`src/rtl/qsd_pkg.sv`:
```
package qsd_pkg;
    localparam int DIGIT_W = 3;
    localparam int CARRY_W = 2;
    localparam int RAW_W   = DIGIT_W + 1;

    typedef logic signed [DIGIT_W-1:0] digit_t;
    typedef logic signed [CARRY_W-1:0] carry_t;
    typedef logic signed [RAW_W-1:0]   raw_t;

    localparam digit_t DIGIT_ZERO = '0;
    localparam digit_t DIGIT_BAD  = 3'b100;

    localparam raw_t RAW_HI   = 4'sd3;
    localparam raw_t RAW_LO   = -4'sd3;
    localparam raw_t RADIX    = 4'sd4;

    localparam carry_t CARRY_POS  = 2'sb01;
    localparam carry_t CARRY_NEG  = 2'sb11;
    localparam carry_t CARRY_ZERO = 2'sb00;
endpackage

```
`src/rtl/qsd_operand_sel.sv`:
```
module qsd_operand_sel
    import qsd_pkg::*;
#(
    parameter int N = 4,
    localparam int VEC_W = N * DIGIT_W
) (
    input  logic             neg_i,
    input  logic [VEC_W-1:0] vec_i,
    output logic [VEC_W-1:0] vec_o
);
    for (genvar g = 0; g < N; g++) begin : g_digit
        digit_t src;
        digit_t res;
        assign src = digit_t'(vec_i[g*DIGIT_W +: DIGIT_W]);
        always_comb begin
            if (neg_i) begin
                res = digit_t'(-src);
            end else begin
                res = src;
            end
        end
        assign vec_o[g*DIGIT_W +: DIGIT_W] = res;
    end
endmodule

```
`src/rtl/qsd_digit_split.sv`:
```
module qsd_digit_split
    import qsd_pkg::*;
(
    input  digit_t x_i,
    input  digit_t y_i,
    output carry_t carry_o,
    output digit_t part_o
);
    raw_t raw;
    raw_t adj;

    always_comb begin
        raw = raw_t'(x_i) + raw_t'(y_i);
        if (raw >= RAW_HI) begin
            carry_o = CARRY_POS;
            adj     = raw - RADIX;
        end else if (raw <= RAW_LO) begin
            carry_o = CARRY_NEG;
            adj     = raw + RADIX;
        end else begin
            carry_o = CARRY_ZERO;
            adj     = raw;
        end
        part_o = digit_t'(adj[DIGIT_W-1:0]);
    end
endmodule

```
`src/rtl/qsd_digit_merge.sv`:
```
module qsd_digit_merge
    import qsd_pkg::*;
(
    input  digit_t part_i,
    input  carry_t carry_i,
    output digit_t digit_o
);
    digit_t carry_ext;

    always_comb begin
        carry_ext = digit_t'(carry_i);
        digit_o   = part_i + carry_ext;
    end
endmodule

```
`src/rtl/qsd_adder.sv`:
```
module qsd_adder
    import qsd_pkg::*;
#(
    parameter int N       = 4,
    parameter bit REG_OUT = 1'b1,
    localparam int OPER_W = N * DIGIT_W,
    localparam int RES_W  = (N + 1) * DIGIT_W
) (
    input  logic              clk,
    input  logic              rst_n,
    input  logic              sub_i,
    input  logic [OPER_W-1:0] a_i,
    input  logic [OPER_W-1:0] b_i,
    output logic [RES_W-1:0]  sum_o
);
    typedef struct packed {
        logic [RES_W-1:0] result;
    } out_state_t;

    out_state_t state_d;
    out_state_t state_q;

    logic [OPER_W-1:0] b_eff;
    logic [RES_W-1:0]  res_next;

    carry_t carry [N];
    digit_t part  [N];
    digit_t merged[N];

    qsd_operand_sel #(.N(N)) u_opsel (
        .neg_i (sub_i),
        .vec_i (b_i),
        .vec_o (b_eff)
    );

    for (genvar g = 0; g < N; g++) begin : g_pos
        qsd_digit_split u_split (
            .x_i     (digit_t'(a_i[g*DIGIT_W +: DIGIT_W])),
            .y_i     (digit_t'(b_eff[g*DIGIT_W +: DIGIT_W])),
            .carry_o (carry[g]),
            .part_o  (part[g])
        );
        if (g == 0) begin : g_low
            assign merged[g] = part[g];
        end else begin : g_mid
            qsd_digit_merge u_merge (
                .part_i  (part[g]),
                .carry_i (carry[g-1]),
                .digit_o (merged[g])
            );
        end
    end

    always_comb begin
        state_d = '0;
        for (int i = 0; i < N; i++) begin
            state_d.result[i*DIGIT_W +: DIGIT_W] = merged[i];
        end
        state_d.result[N*DIGIT_W +: DIGIT_W] = digit_t'(carry[N-1]);
    end

    assign res_next = state_d.result;

    if (REG_OUT) begin : g_reg
        always_ff @(posedge clk or negedge rst_n) begin
            if (!rst_n) begin
                state_q <= '0;
            end else begin
                state_q <= state_d;
            end
        end
    end else begin : g_comb
        assign state_q = state_d;
    end

    assign sum_o = state_q.result;
endmodule

```
`config.mk`:
```
export PLATFORM = sky130hd
export DESIGN_NAME = qsd_adder
export DESIGN_NICKNAME = d
export VERILOG_FILES = /design/src/rtl/qsd_pkg.sv /design/src/rtl/qsd_operand_sel.sv /design/src/rtl/qsd_digit_split.sv /design/src/rtl/qsd_digit_merge.sv /design/src/rtl/qsd_adder.sv
export SDC_FILE = /design/constraint.sdc
export NUM_CORES = 1
export LEC_CHECK = 0
export ABC_AREA = 1
export BUFFER_PORTS_ARGS = -buffer_cell sky130_fd_sc_hd__buf_4
export CAP_MARGIN = 30
export CORE_MARGIN = 4
export CORE_UTILIZATION = 50
export CTS_CLUSTER_DIAMETER = 100
export DETAILED_ROUTE_END_ITERATION = 6
export GPL_TIMING_DRIVEN = 1
export PLACE_DENSITY = 0.77
export SYNTH_ARGS = -nofsm -noshare
export SYNTH_HDL_FRONTEND = slang
export SYNTH_SLANG_ARGS = --single-unit
```
`constraint.sdc`:
```
create_clock -name clk -period 1.4 [get_ports clk]
set_input_delay 0.42 -clock clk [delete_from_list [all_inputs] [get_ports clk]]
set_output_delay 0.42 -clock clk [all_outputs]
set_load 0.02 [all_outputs]
```
==> results of run 1 <==
==> metrics by stage <==
step                      cells  utilization  hold slack (ns)  instance area, um2
after global placement      300       0.7872           0.2667                2171
after detailed placement    300       0.7872           0.2712                2171
after floorplan             201            -           0.1244                1622
after CTS                   324       0.9306           0.4649                2566
==> kinds of logic after synthesis <==
family,count (synthesis),synth area share
adder cells (fa/ha/maj),29,0.2857
buffers and inverters,51,0.1342
XOR/XNOR,6,0.03614
AND/OR/NAND/NOR,87,0.2547
AO/OA/AOI/OAI,14,0.04819
flip-flops,14,0.2410
==> repair_timing <==
action / in CTS
hold buffers: 1
setup buffers: 25
pin swaps: 35
resized for setup: 59
setup endpoints to repair: 13
gates cloned: 0
hold endpoints to repair: 14
==> reports/metrics.yaml, run 1 <==
outcome:
  status: "stopped before the end"
  lastStage: "global routing"
  stop_error: "[ERROR DPL-0038] Utilization greater than 100%, impossible to legalize"
synthesis:
  avgSynthCellArea_um2: 7.233
  ys_seq_elements: 14
  yosysTopAreaCell: "dfrtp_1"
  yosysWarnings: 0
  synth.most_common_cell: "nand2_1"
  synth_top_area_share: 0.2410
  synthTopCellsByCount: "nand2_1 (59), inv_1 (48), ha_1 (22), nand3_1 (20), dfrtp_1 (14)"
  yosysSeqAreaShare: 0.2410
  synth.distinct_cells: 19
  netlist_instances: 201
  synth_area_mm2: 0.001454
  yosys-top-cells-area: "dfrtp_1 (24%), ha_1 (19%), nand2_1 (15%)"
  synth_fp_nets: 257
  synth_edf_count: 0
  synthArstFlopShare: 1.000
  synth_flop_cell: "dfrtp_1"
placement:
  place_congestion: 0.7822
  dp_hpwl_mm: 2.715
  io_buffers: 41
  place_ws_ns: -1.612
floorplanning:
  die_h_um: 61.93
  pin_count: 42
  fp-row-count: 19
  fp.dieW_um: 61.93
  initial_core_util: 0.5272
sta:
  worst_path_end_type: "register input"
  worstEndpointGrtRepair: "sum_o[11]$_DFF_PN0_/D"
clock_tree:
  htreeDepth: 1
  clockBufferDepth: 2
  cts_num_sinks: 14
  cts_root_buf: "clkbuf_4"
  numCtsBuffers: 3
global_routing:
  grt_max_degree: 15
==> inputs of run 2 (changes only) <==
--- a/config.mk
+++ b/config.mk
@@ -9,11 +9,10 @@
 export BUFFER_PORTS_ARGS = -buffer_cell sky130_fd_sc_hd__buf_4
 export CAP_MARGIN = 30
 export CORE_MARGIN = 4
-export CORE_UTILIZATION = 50
-export CTS_CLUSTER_DIAMETER = 100
+export CORE_UTILIZATION = 35
 export DETAILED_ROUTE_END_ITERATION = 6
 export GPL_TIMING_DRIVEN = 1
-export PLACE_DENSITY = 0.77
+export PLACE_DENSITY_LB_ADDON = 0.15
 export SYNTH_ARGS = -nofsm -noshare
 export SYNTH_HDL_FRONTEND = slang
 export SYNTH_SLANG_ARGS = --single-unit
==> reports/metrics.yaml, run 2 <==
synthesis:
  ys_seq_elements: 14
  yosysTopAreaCell: "dfrtp_1"
  yosysWarnings: 0
  synth_edf_count: 0
  avgSynthCellArea_um2: 7.233
  synthTopCellsByCount: "nand2_1 (59), inv_1 (48), ha_1 (22), nand3_1 (20), dfrtp_1 (14)"
  synth_area_mm2: 0.001454
  synth_fp_nets: 257
  yosys-top-cells-area: "dfrtp_1 (24%), ha_1 (19%), nand2_1 (15%)"
  synth.distinct_cells: 19
  synth_flop_cell: "dfrtp_1"
  synth_top_area_share: 0.2410
  netlist_instances: 201
  yosysSeqAreaShare: 0.2410
  synthArstFlopShare: 1.000
  synth.most_common_cell: "nand2_1"
clock_tree:
  cts_root_buf: "clkbuf_8"
  clockBufferDepth: 2
  cts_num_sinks: 14
  htreeDepth: 1
  cts_tree: "yes"
  path_clk_slew_ns: 0.06
  cts_hold_buffers: 0
  numCtsBuffers: 3
power_and_ir_drop:
  p_per_area_mw_per_mm2: 1160
  power.leakage_nw: 1.472
  ir_drop_uv: 578.9
drt:
  wl_per_cell_um: 10.71
  drt-total-wl_mm: 3.749
  dr.pass1.iters: 4
  viasPerCell: 4.494
  drcViolationCount: 0
  ant_nets: 0
  drt_iter0_markers: 44
  num_vias: 1573
sta:
  finalHoldViolations: 0
  setup_slack_ns: -1.267
  slew_headroom: 0.8557
  drv_slew: 0
  fin_crit_ns: 2.667
  fmax_mhz: 374.9
  tightestPinTransition_ns: 0.2154
  finalCritPeriodShare: 1.905
  final.setup.tns_ns: -9.348
  rsz0062_at_grt: "yes"
  setup_viol: 13
finish:
  layout_commonest_cell: "buf_4"
  fillers: 304
  area_delta_synth_final_pct: 91.65
  layout-drive-gt1-share: 0.6500
  final_cell_mix: "buf_4 (84), nand2_1 (38), inv_1 (25), nand2_2 (18)"
  largest_reg_flops: 14
  post-route-util: 0.6966
  fin_nets: 357
  antenna_cells: 0
placement:
  dp_hpwl_mm: 2.735
  io_buffers: 41
  place_congestion: 0.7372
floorplanning:
  die-area_mm2: 0.005249
  coreArea_mm2: 0.004000
  fp.dieW_um: 72.45
  pin_count: 42
  die_h_um: 72.45
  initial_core_util: 0.3635
  fp-row-count: 23
setup_path:
  cp-end-kind: "flip-flop"
  required_ns: 1.54
  arrival_ns: 2.80
  critPathKind: "input port to flip-flop"
  cp_max_fo: 3
  start_kind: "input port"
global_routing:
  overflow: 0
  grt_usage: 0.1368
  grt_max_degree: 15
  grt_pass1_vias: 1471
  grt_pass1_wl_mm: 5.844
  antenna_found_initial: 0
flow_run:
  max-cap-violations: 0
outcome:
  violations: "negative setup slack"
  status: "finished with violations"
hold_path:
  hp-class: "input port to asynchronous set/reset pin"
## run 2: cell counts after synthesis
Identical to the previous run, type by type.
## run 2: timing repair
| item | CTS | global route |
|---|---|---|
| setup buffers | 15 | 7 |
| pin swaps | 29 | 29 |
| resized for setup | 44 | 46 |
| endpoints found under the setup margin | 13 | 13 |
## run 2: routing by layer
metal	global-route usage	vias to the layer above	wire length [um]	part of all wire
met2	0.2720	32	2078	0.55
met5	0	-	0	0
met1	0.1535	725	1435	0.38
li1	-	810	-	-
met4	0.04303	0	55	0.015
met3	0.006925	6	180	0.048
## run 2: stage by stage
step | worst slack, ns | cell area (um2) | hold WS (ns) | power (W) | instances
floorplan | -1.338 | 1622 | 0.1244 | 0.001612 | 201
global placement | -1.522 | 2240 | 0.2784 | 0.002301 | 325
detailed placement | -1.559 | 2240 | 0.2793 | 0.002326 | 325
CTS | -1.236 | 2554 | 0.01485 | 0.002963 | 343
global route | -1.457 | 2786 | 0.01976 | 0.003477 | 350
finish | -1.267 | 2786 | 0.008396 | 0.003232 | 350
## run 2: kinds of logic (layout without fill, tap and decap cells)
family / Yosys count / after routing / synth area share
AO/OA/AOI/OAI: 14 / 14 / 0.04819
AND/OR/NAND/NOR: 87 / 87 / 0.2547
adder cells (fa/ha/maj): 29 / 29 / 0.2857
buffers and inverters: 51 / 150 / 0.1342
XOR/XNOR: 6 / 6 / 0.03614
flip-flops: 14 / 14 / 0.2410
## run 2: where the power goes
part | internal, W | switching (W)
Combinational | 0.00109 | 0.00112
Sequential | 0.000571 | 0.0000545
Clock | 0.000249 | 0.000149
## run 2: cell type report
class	count	area [um2]	share of cell area
Timing Repair Buffer	97	792.0	0.2842
Tap cell	50	62.56	0.02245
Inverter	49	246.5	0.08846
Multi-Input combinational cell	136	1280	0.4594
Sequential cell	14	350.3	0.1257
Clock buffer	4	55.05	0.01976
## run 2: final timing paths
kind / depth (start not counted) / end / start
min in group clk: 2 / sum_o[0] / a_i[0]
min: 1 / sum_o[2] / rst_n
max: 21 / sum_o[11] / b_i[6]
max in group asynchronous: 1 / sum_o[9] / rst_n
## run 2: critical path, stage by stage
cell,delay (ns)
buf_6,0.10
inv_4,0.05
ha_4,0.20
nand2_4,0.06
o21ai_4,0.06
fa_2,0.60
nand2_2,0.06
inv_2,0.06
nor2_2,0.04
o21ai_2,0.11
ha_2,0.19
inv_2,0.04
fa_2,0.39
inv_2,0.06
nand3_2,0.06
nand2_2,0.07
inv_1,0.04
nand2_1,0.06
nand2_1,0.05
nand2_1,0.05
nand2_1,0.04
Note: power is estimated with default switching activity, not from simulation.
